### src/rtl/vbc_pkg.sv
package vbc_pkg;
  typedef enum logic {
    CAL_IDLE = 1'b0,
    CAL_RUN  = 1'b1
  } cal_state_e;
endpackage

### src/rtl/vbc_rst_sync.sv
module vbc_rst_sync (
  input  logic clk,
  input  logic rst_n_i,
  output logic rst_n_o
);
  logic [1:0] sync_q;
  logic [1:0] sync_d;

  always_comb sync_d = {sync_q[0], 1'b1};

  always_ff @(posedge clk or negedge rst_n_i) begin
    if (!rst_n_i) sync_q <= 2'b00;
    else          sync_q <= sync_d;
  end

  assign rst_n_o = sync_q[1];
endmodule

### src/rtl/vbc_trigger.sv
module vbc_trigger (
  input  logic clk,
  input  logic rst_n,
  input  logic start_i,
  input  logic auto_i,
  input  logic lock_i,
  output logic req_o
);
  logic lock_q;
  logic lock_d;

  always_comb lock_d = lock_i;

  always_ff @(posedge clk or negedge rst_n) begin
    if (!rst_n) lock_q <= 1'b0;
    else        lock_q <= lock_d;
  end

  // lock-loss edge counts only when relaunch is enabled
  assign req_o = start_i | (auto_i & lock_q & ~lock_i);
endmodule

### src/rtl/vbc_window.sv
module vbc_window #(
  parameter int WIN_REFS = 4
) (
  input  logic clk,
  input  logic rst_n,
  input  logic clr_i,
  input  logic run_i,
  input  logic ref_tick_i,
  output logic win_end_o
);
  localparam int RC_W = (WIN_REFS > 1) ? $clog2(WIN_REFS) : 1;

  logic [RC_W-1:0] cnt_q;
  logic [RC_W-1:0] cnt_d;
  logic            last;

  assign last      = (cnt_q == RC_W'(WIN_REFS - 1));
  assign win_end_o = run_i & ref_tick_i & last;

  always_comb begin
    cnt_d = cnt_q;
    if (clr_i) begin
      cnt_d = '0;
    end else if (run_i && ref_tick_i) begin
      cnt_d = last ? '0 : cnt_q + RC_W'(1);
    end
  end

  always_ff @(posedge clk or negedge rst_n) begin
    if (!rst_n) cnt_q <= '0;
    else        cnt_q <= cnt_d;
  end
endmodule

### src/rtl/vbc_fb_meter.sv
module vbc_fb_meter #(
  parameter int WIN_REFS = 4
) (
  input  logic clk,
  input  logic rst_n,
  input  logic clr_i,
  input  logic win_end_i,
  input  logic fb_tick_i,
  output logic fast_o
);
  localparam int CNT_W = $clog2(2 * WIN_REFS + 2);

  logic [CNT_W-1:0] cnt_q;
  logic [CNT_W-1:0] cnt_d;
  logic [CNT_W:0]   sum_ext;
  logic [CNT_W-1:0] sum;

  // count including this cycle's pulse, saturating at all ones
  assign sum_ext = {1'b0, cnt_q} + {{CNT_W{1'b0}}, fb_tick_i};
  assign sum     = sum_ext[CNT_W] ? {CNT_W{1'b1}} : sum_ext[CNT_W-1:0];
  assign fast_o  = ({1'b0, sum} > (CNT_W + 1)'(WIN_REFS));

  always_comb begin
    cnt_d = sum;
    if (clr_i || win_end_i) cnt_d = '0;
  end

  always_ff @(posedge clk or negedge rst_n) begin
    if (!rst_n) cnt_q <= '0;
    else        cnt_q <= cnt_d;
  end
endmodule

### src/rtl/vbc_sar.sv
module vbc_sar #(
  parameter int NB = 5
) (
  input  logic          clk,
  input  logic          rst_n,
  input  logic          load_i,
  input  logic          step_i,
  input  logic          fast_i,
  output logic [NB-1:0] code_o
);
  localparam logic [NB-1:0] MID = NB'(1) << (NB - 1);

  logic [NB-1:0] code_q, code_d;
  logic [NB-1:0] mask_q, mask_d;

  always_comb begin
    code_d = code_q;
    mask_d = mask_q;
    if (load_i) begin
      code_d = MID;
      mask_d = MID;
    end else if (step_i) begin
      code_d = (fast_i ? (code_q & ~mask_q) : code_q) | (mask_q >> 1);
      mask_d = mask_q >> 1;
    end
  end

  always_ff @(posedge clk or negedge rst_n) begin
    if (!rst_n) begin
      code_q <= MID;
      mask_q <= MID;
    end else begin
      code_q <= code_d;
      mask_q <= mask_d;
    end
  end

  assign code_o = code_q;
endmodule

### src/rtl/vbc_top.sv
module vbc_top #(
  parameter int NB       = 5,
  parameter int WIN_REFS = 4
) (
  input  logic          clk,
  input  logic          rst_n,
  input  logic          cal_start_i,
  input  logic          ref_tick_i,
  input  logic          fb_tick_i,
  input  logic          auto_relaunch_i,
  input  logic          lock_i,
  output logic [NB-1:0] band_o,
  output logic          busy_o,
  output logic          done_o
);
  import vbc_pkg::*;

  localparam int PH_LAST = NB + 1;
  localparam int PH_W    = $clog2(NB + 2);

  logic            rst_n_s;
  logic            req;
  logic            launch;
  logic            win_end;
  logic            fast;
  logic            decide;
  logic            finish;
  cal_state_e      state_q, state_d;
  logic [PH_W-1:0] phase_q, phase_d;
  logic            done_q, done_d;

  vbc_rst_sync u_rst (
    .clk     (clk),
    .rst_n_i (rst_n),
    .rst_n_o (rst_n_s)
  );

  vbc_trigger u_trig (
    .clk     (clk),
    .rst_n   (rst_n_s),
    .start_i (cal_start_i),
    .auto_i  (auto_relaunch_i),
    .lock_i  (lock_i),
    .req_o   (req)
  );

  assign launch = (state_q == CAL_IDLE) & req;

  vbc_window #(.WIN_REFS(WIN_REFS)) u_win (
    .clk        (clk),
    .rst_n      (rst_n_s),
    .clr_i      (launch),
    .run_i      (state_q == CAL_RUN),
    .ref_tick_i (ref_tick_i),
    .win_end_o  (win_end)
  );

  vbc_fb_meter #(.WIN_REFS(WIN_REFS)) u_meter (
    .clk       (clk),
    .rst_n     (rst_n_s),
    .clr_i     (launch),
    .win_end_i (win_end),
    .fb_tick_i (fb_tick_i),
    .fast_o    (fast)
  );

  // phases: 0 settle, 1..NB decisions (MSB first), NB+1 closing
  assign decide = win_end & (phase_q != '0) & (phase_q <= PH_W'(NB));
  assign finish = win_end & (phase_q == PH_W'(PH_LAST));

  vbc_sar #(.NB(NB)) u_sar (
    .clk    (clk),
    .rst_n  (rst_n_s),
    .load_i (launch),
    .step_i (decide),
    .fast_i (fast),
    .code_o (band_o)
  );

  always_comb begin
    state_d = state_q;
    phase_d = phase_q;
    done_d  = 1'b0;
    case (state_q)
      CAL_IDLE: begin
        if (launch) begin
          state_d = CAL_RUN;
          phase_d = '0;
        end
      end
      CAL_RUN: begin
        if (finish) begin
          state_d = CAL_IDLE;
          phase_d = '0;
          done_d  = 1'b1;
        end else if (win_end) begin
          phase_d = phase_q + PH_W'(1);
        end
      end
      default: state_d = CAL_IDLE;
    endcase
  end

  always_ff @(posedge clk or negedge rst_n_s) begin
    if (!rst_n_s) begin
      state_q <= CAL_IDLE;
      phase_q <= '0;
      done_q  <= 1'b0;
    end else begin
      state_q <= state_d;
      phase_q <= phase_d;
      done_q  <= done_d;
    end
  end

  assign busy_o = (state_q == CAL_RUN);
  assign done_o = done_q;
endmodule

### config.mk
export PLATFORM = sky130hd
export DESIGN_NAME = vbc_top
export DESIGN_NICKNAME = d
export VERILOG_FILES = /design/src/rtl/vbc_pkg.sv /design/src/rtl/vbc_rst_sync.sv /design/src/rtl/vbc_trigger.sv /design/src/rtl/vbc_window.sv /design/src/rtl/vbc_fb_meter.sv /design/src/rtl/vbc_sar.sv /design/src/rtl/vbc_top.sv
export SDC_FILE = /design/constraint.sdc
export NUM_CORES = 1
export LEC_CHECK = 0
export CORE_MARGIN = 5
export CORE_UTILIZATION = 55
export DETAILED_ROUTE_END_ITERATION = 10
export PLACE_DENSITY = 0.84
export RECOVER_POWER = 25
export SYNTH_ARGS = -nofsm -noshare
export SYNTH_HDL_FRONTEND = slang
export SYNTH_SLANG_ARGS = --single-unit
export TNS_END_PERCENT = 100
### constraint.sdc
create_clock -name clk -period 1.6 [get_ports clk]
set_input_delay 0.48 -clock clk [delete_from_list [all_inputs] [get_ports clk]]
set_output_delay 0.48 -clock clk [all_outputs]
set_load 0.1 [all_outputs]
==> flow_summary.toml <==
[worst_setup_path]
cp_max_fo = 5
worst-endpoint-required_ns = 1.85
type_of_destination_of_the_critical_path = "register"
cp_data_arrival_time_ns = 2.04
worst_setup_path_start_kind = "register"
worst-setup-path-type = "register to register"

[floorplan]
die_y_um = 56.2
ios = 14
floorplan.die_area_sq_mm = 0.00316
coreArea_sq_mm = 0.00200
effective_utilization_at_floorplan = 0.587
fp.dieW_um = 56.2
floorplan.rows = 16

[route]
total_number_of_vias = 980
drt_first_iter_violations = 33
route.detailed.wl_per_inst_um = 19.1
via_per_inst = 5.87
pre_repair_dr_iteration_count = 4
drc = 0
detail-route-antenna-nets = 0
detail_route.wirelength_um = 3190

[yosys]
synth_top_flop_cell = "sky130_fd_sc_hd__dfrtp_1"
post_synthesis_net_count = 116
ys_seq_area_frac = 0.513
ys_top_cells_by_area = "sky130_fd_sc_hd__dfrtp_1 47%, sky130_fd_sc_hd__ha_1 7.4%, sky130_fd_sc_hd__dfstp_2 4.5%"
yosys_warnings = 0
synth.ff_latch_count = 24
netlist_instances = 102
synth_async_sr_flop_share = 1.00
synth_most_common_cell = "sky130_fd_sc_hd__dfrtp_1"
yosys.area.top_type_share = 0.468
yosys.area.top_type = "sky130_fd_sc_hd__dfrtp_1"
synth.distinct_cells = 38
post_synth.cell_area_avg_sq_um = 11.5
netlist_area_sq_mm = 0.00118
synth-edff-count = 0
synth.top_cells.by_count = "22 x sky130_fd_sc_hd__dfrtp_1, 10 x sky130_fd_sc_hd__nor2_1, 8 x sky130_fd_sc_hd__inv_1, 7 x sky130_fd_sc_hd__ha_1"

[flow_run]
cap_viol_max_count = 0

[final_layout]
num-nets-final = 155
insertedDiodeCount = 0
layout-area-overhead-vs-synth_pct = 44.9
final_core_utilization = 0.851
multi_input_comb_area_sq_um = 637
layout.area.seq_sq_um = 607
n_fill_cell = 104
fraction_of_layout_instances_using_a_drive_strength_above_1 = 0.429

[timing]
postLayoutSetupSlackWorst_ns = -0.192
finalHoldViolations = 0
finalClockSkew_ns = 0.00701
timing.final.crit_period_ns = 1.79
timing_max_transition_violations_final = 0
setup_repair_after_global_routing_missed_its_margin = "yes"
setup_viol_count_final = 5
min_period_over_period = 1.12
max_clock_freq_mhz = 558
fin_setup_tns_ns = -0.828

[clock_tree]
cts_tree = "yes"
hold_buffers = 0
path_clk_slew_ns = 0.14
cts_root_buffer_type = "sky130_fd_sc_hd__clkbuf_4"
worstSkewPairLatency_ns = 0.32
clock_tree_sinks = 24
cts_buf_count = 3
clock_tree.htree_level_count = 1
clock_path_buffers = 2

[placed_design]
detailedPlace.worstSlack_ns = -0.718
detailed_place_hpwl_um = 1960
gp_congestion = 0.776
port_buffers = 13

[outcome]
result_of_the_run = "complete, but fails checks"
failed_checks = "setup timing"

[global_routing]
grt_first_pass_wirelength_um = 4540
global_route.overflow_total = 0
pin_count_of_the_biggest_net_entering_global_routing = 15
grt_usage = 0.181
antenna_violations_before_repair = 0
first_global_vias = 1024

[pwr]
power_per_cell_area_mw_per_mm2 = 1630
design_power_total_mw = 2.78
cellLeakagePower_nw = 0.752
worst_ir_drop_vdd_mv = 1.28

[worst_hold_path]
hold_class = "register to async pin"
[layout by cell type (no fill, tap or decap), types with 2 or more instances in the layout]
cell type | synthesis | layout
sky130_fd_sc_hd__a22o_1 | 3 | 3
sky130_fd_sc_hd__a22oi_1 | 2 | 2
sky130_fd_sc_hd__a31oi_1 | 3 | 3
sky130_fd_sc_hd__a41oi_2 | 0 | 4
sky130_fd_sc_hd__buf_12 | 0 | 7
sky130_fd_sc_hd__buf_4 | 0 | 21
sky130_fd_sc_hd__clkbuf_4 | 0 | 3
sky130_fd_sc_hd__clkdlybuf4s50_1 | 0 | 4
sky130_fd_sc_hd__dfrtp_1 | 22 | 21
sky130_fd_sc_hd__dfstp_2 | 2 | 2
sky130_fd_sc_hd__ha_1 | 7 | 4
sky130_fd_sc_hd__ha_4 | 0 | 2
sky130_fd_sc_hd__inv_1 | 8 | 7
sky130_fd_sc_hd__inv_2 | 1 | 2
sky130_fd_sc_hd__mux2i_1 | 2 | 2
sky130_fd_sc_hd__nand2_1 | 5 | 5
sky130_fd_sc_hd__nand3_1 | 5 | 5
sky130_fd_sc_hd__nor2_1 | 10 | 10
sky130_fd_sc_hd__nor3_2 | 2 | 2
sky130_fd_sc_hd__o21ai_1 | 2 | 2
sky130_fd_sc_hd__o311a_4 | 1 | 2
[per-stage QoR]
stage | area (sq um) | instances | hold WS [ns]
2_1_floorplan | 1220 | 102 | 0.184
3_3_place_gp | 1560 | 157 | 0.193
3_5_place_dp | 1560 | 157 | 0.198
4_1_cts | 1610 | 162 | 0.196
5_1_grt | 1700 | 167 | 0.233
6_report | 1700 | 167 | 0.187
[path summary, 6_finish.rpt]
path | startpoint | to | slack, ns | depth (start not counted)
worst min-delay path | u_rst.sync_q[1]$_DFF_PN0_ | u_sar.mask_q[1]$_DFFE_PN0P_ | 0.19 | 0
worst max register to register | u_meter.cnt_q[0]$_DFF_PN0_ | u_sar.code_o[2]$_DFFE_PN0P_ | -0.19 | 6
min in group clk | u_rst.sync_q[0]$_DFF_PN0_ | u_rst.sync_q[1]$_DFF_PN0_ | 0.38 | 0
worst min register to register | u_rst.sync_q[1]$_DFF_PN0_ | u_sar.mask_q[1]$_DFFE_PN0P_ | 0.19 | 0
worst max-delay path | u_meter.cnt_q[0]$_DFF_PN0_ | u_sar.code_o[2]$_DFFE_PN0P_ | -0.19 | 6
max in group asynchronous | u_rst.sync_q[1]$_DFF_PN0_ | busy_o$_DFF_PN0_ | 0.86 | 1
[final cells by class]
type / instances / area share
multi-input combinational: 69 / 0.374
sequential: 24 / 0.356
timing repair buffer: 34 / 0.209
clock buffer: 4 / 0.0213
inverter: 9 / 0.0198
tap: 27 / 0.0198
[power by group]
group          switching [mW]  internal, mW  leakage (nW)
clock                   0.185         0.139        0.0210
combinational           0.813         0.639         0.426
sequential              0.220         0.782         0.305
total                    1.22          1.56         0.752
[flip-flops by register name, summed over array words and instances (netlist names)]
name / cells
u_rst.sync_q: 2
u_sar.mask_q: 5
u_trig.lock_q: 1
u_meter.cnt_q: 4
done_o: 1
u_sar.code_o: 5
u_win.cnt_q: 2
phase_q: 3
busy_o: 1
[timing repair]
item	in CTS	in global routing
pin swaps	8	11
resized for setup	2	9
endpoints found under the setup margin	5	12
setup buffers	1	5
hold endpoints to repair	0	0
gates cloned	0	1
[cells by family (layout without fill, tap and decap cells)]
family | count (synthesis) | count (layout) | share of synthesized area
AOI/OAI and AO/OA | 29 | 30 | 0.217
and+or+nand+nor | 29 | 29 | 0.134
DFF | 24 | 24 | 0.513
buffers and inverters | 10 | 47 | 0.0415
adders and majority gates | 7 | 7 | 0.0745
muxes | 2 | 2 | 0.0170
other | 1 | 1 | 0.00319
[layer usage]
layer / routed length [um] / up-vias / track usage
met2: 1690 / 21 / 0.326
met4: 40 / 0 / 0.0712
met3: 53 / 4 / 0.0325
li1: - / 454 / -
met1: 1410 / 501 / 0.211
met5: 0 / - / 0
[critical path, cell delays in order, from the launching register on]
cell                       delay, ns
sky130_fd_sc_hd__dfrtp_1        0.43
sky130_fd_sc_hd__ha_4           0.18
sky130_fd_sc_hd__ha_4           0.21
sky130_fd_sc_hd__or2_4          0.25
sky130_fd_sc_hd__a221oi_2       0.30
sky130_fd_sc_hd__a211oi_4       0.12
sky130_fd_sc_hd__a41oi_2        0.24
Power figures use the tool's default switching activity.
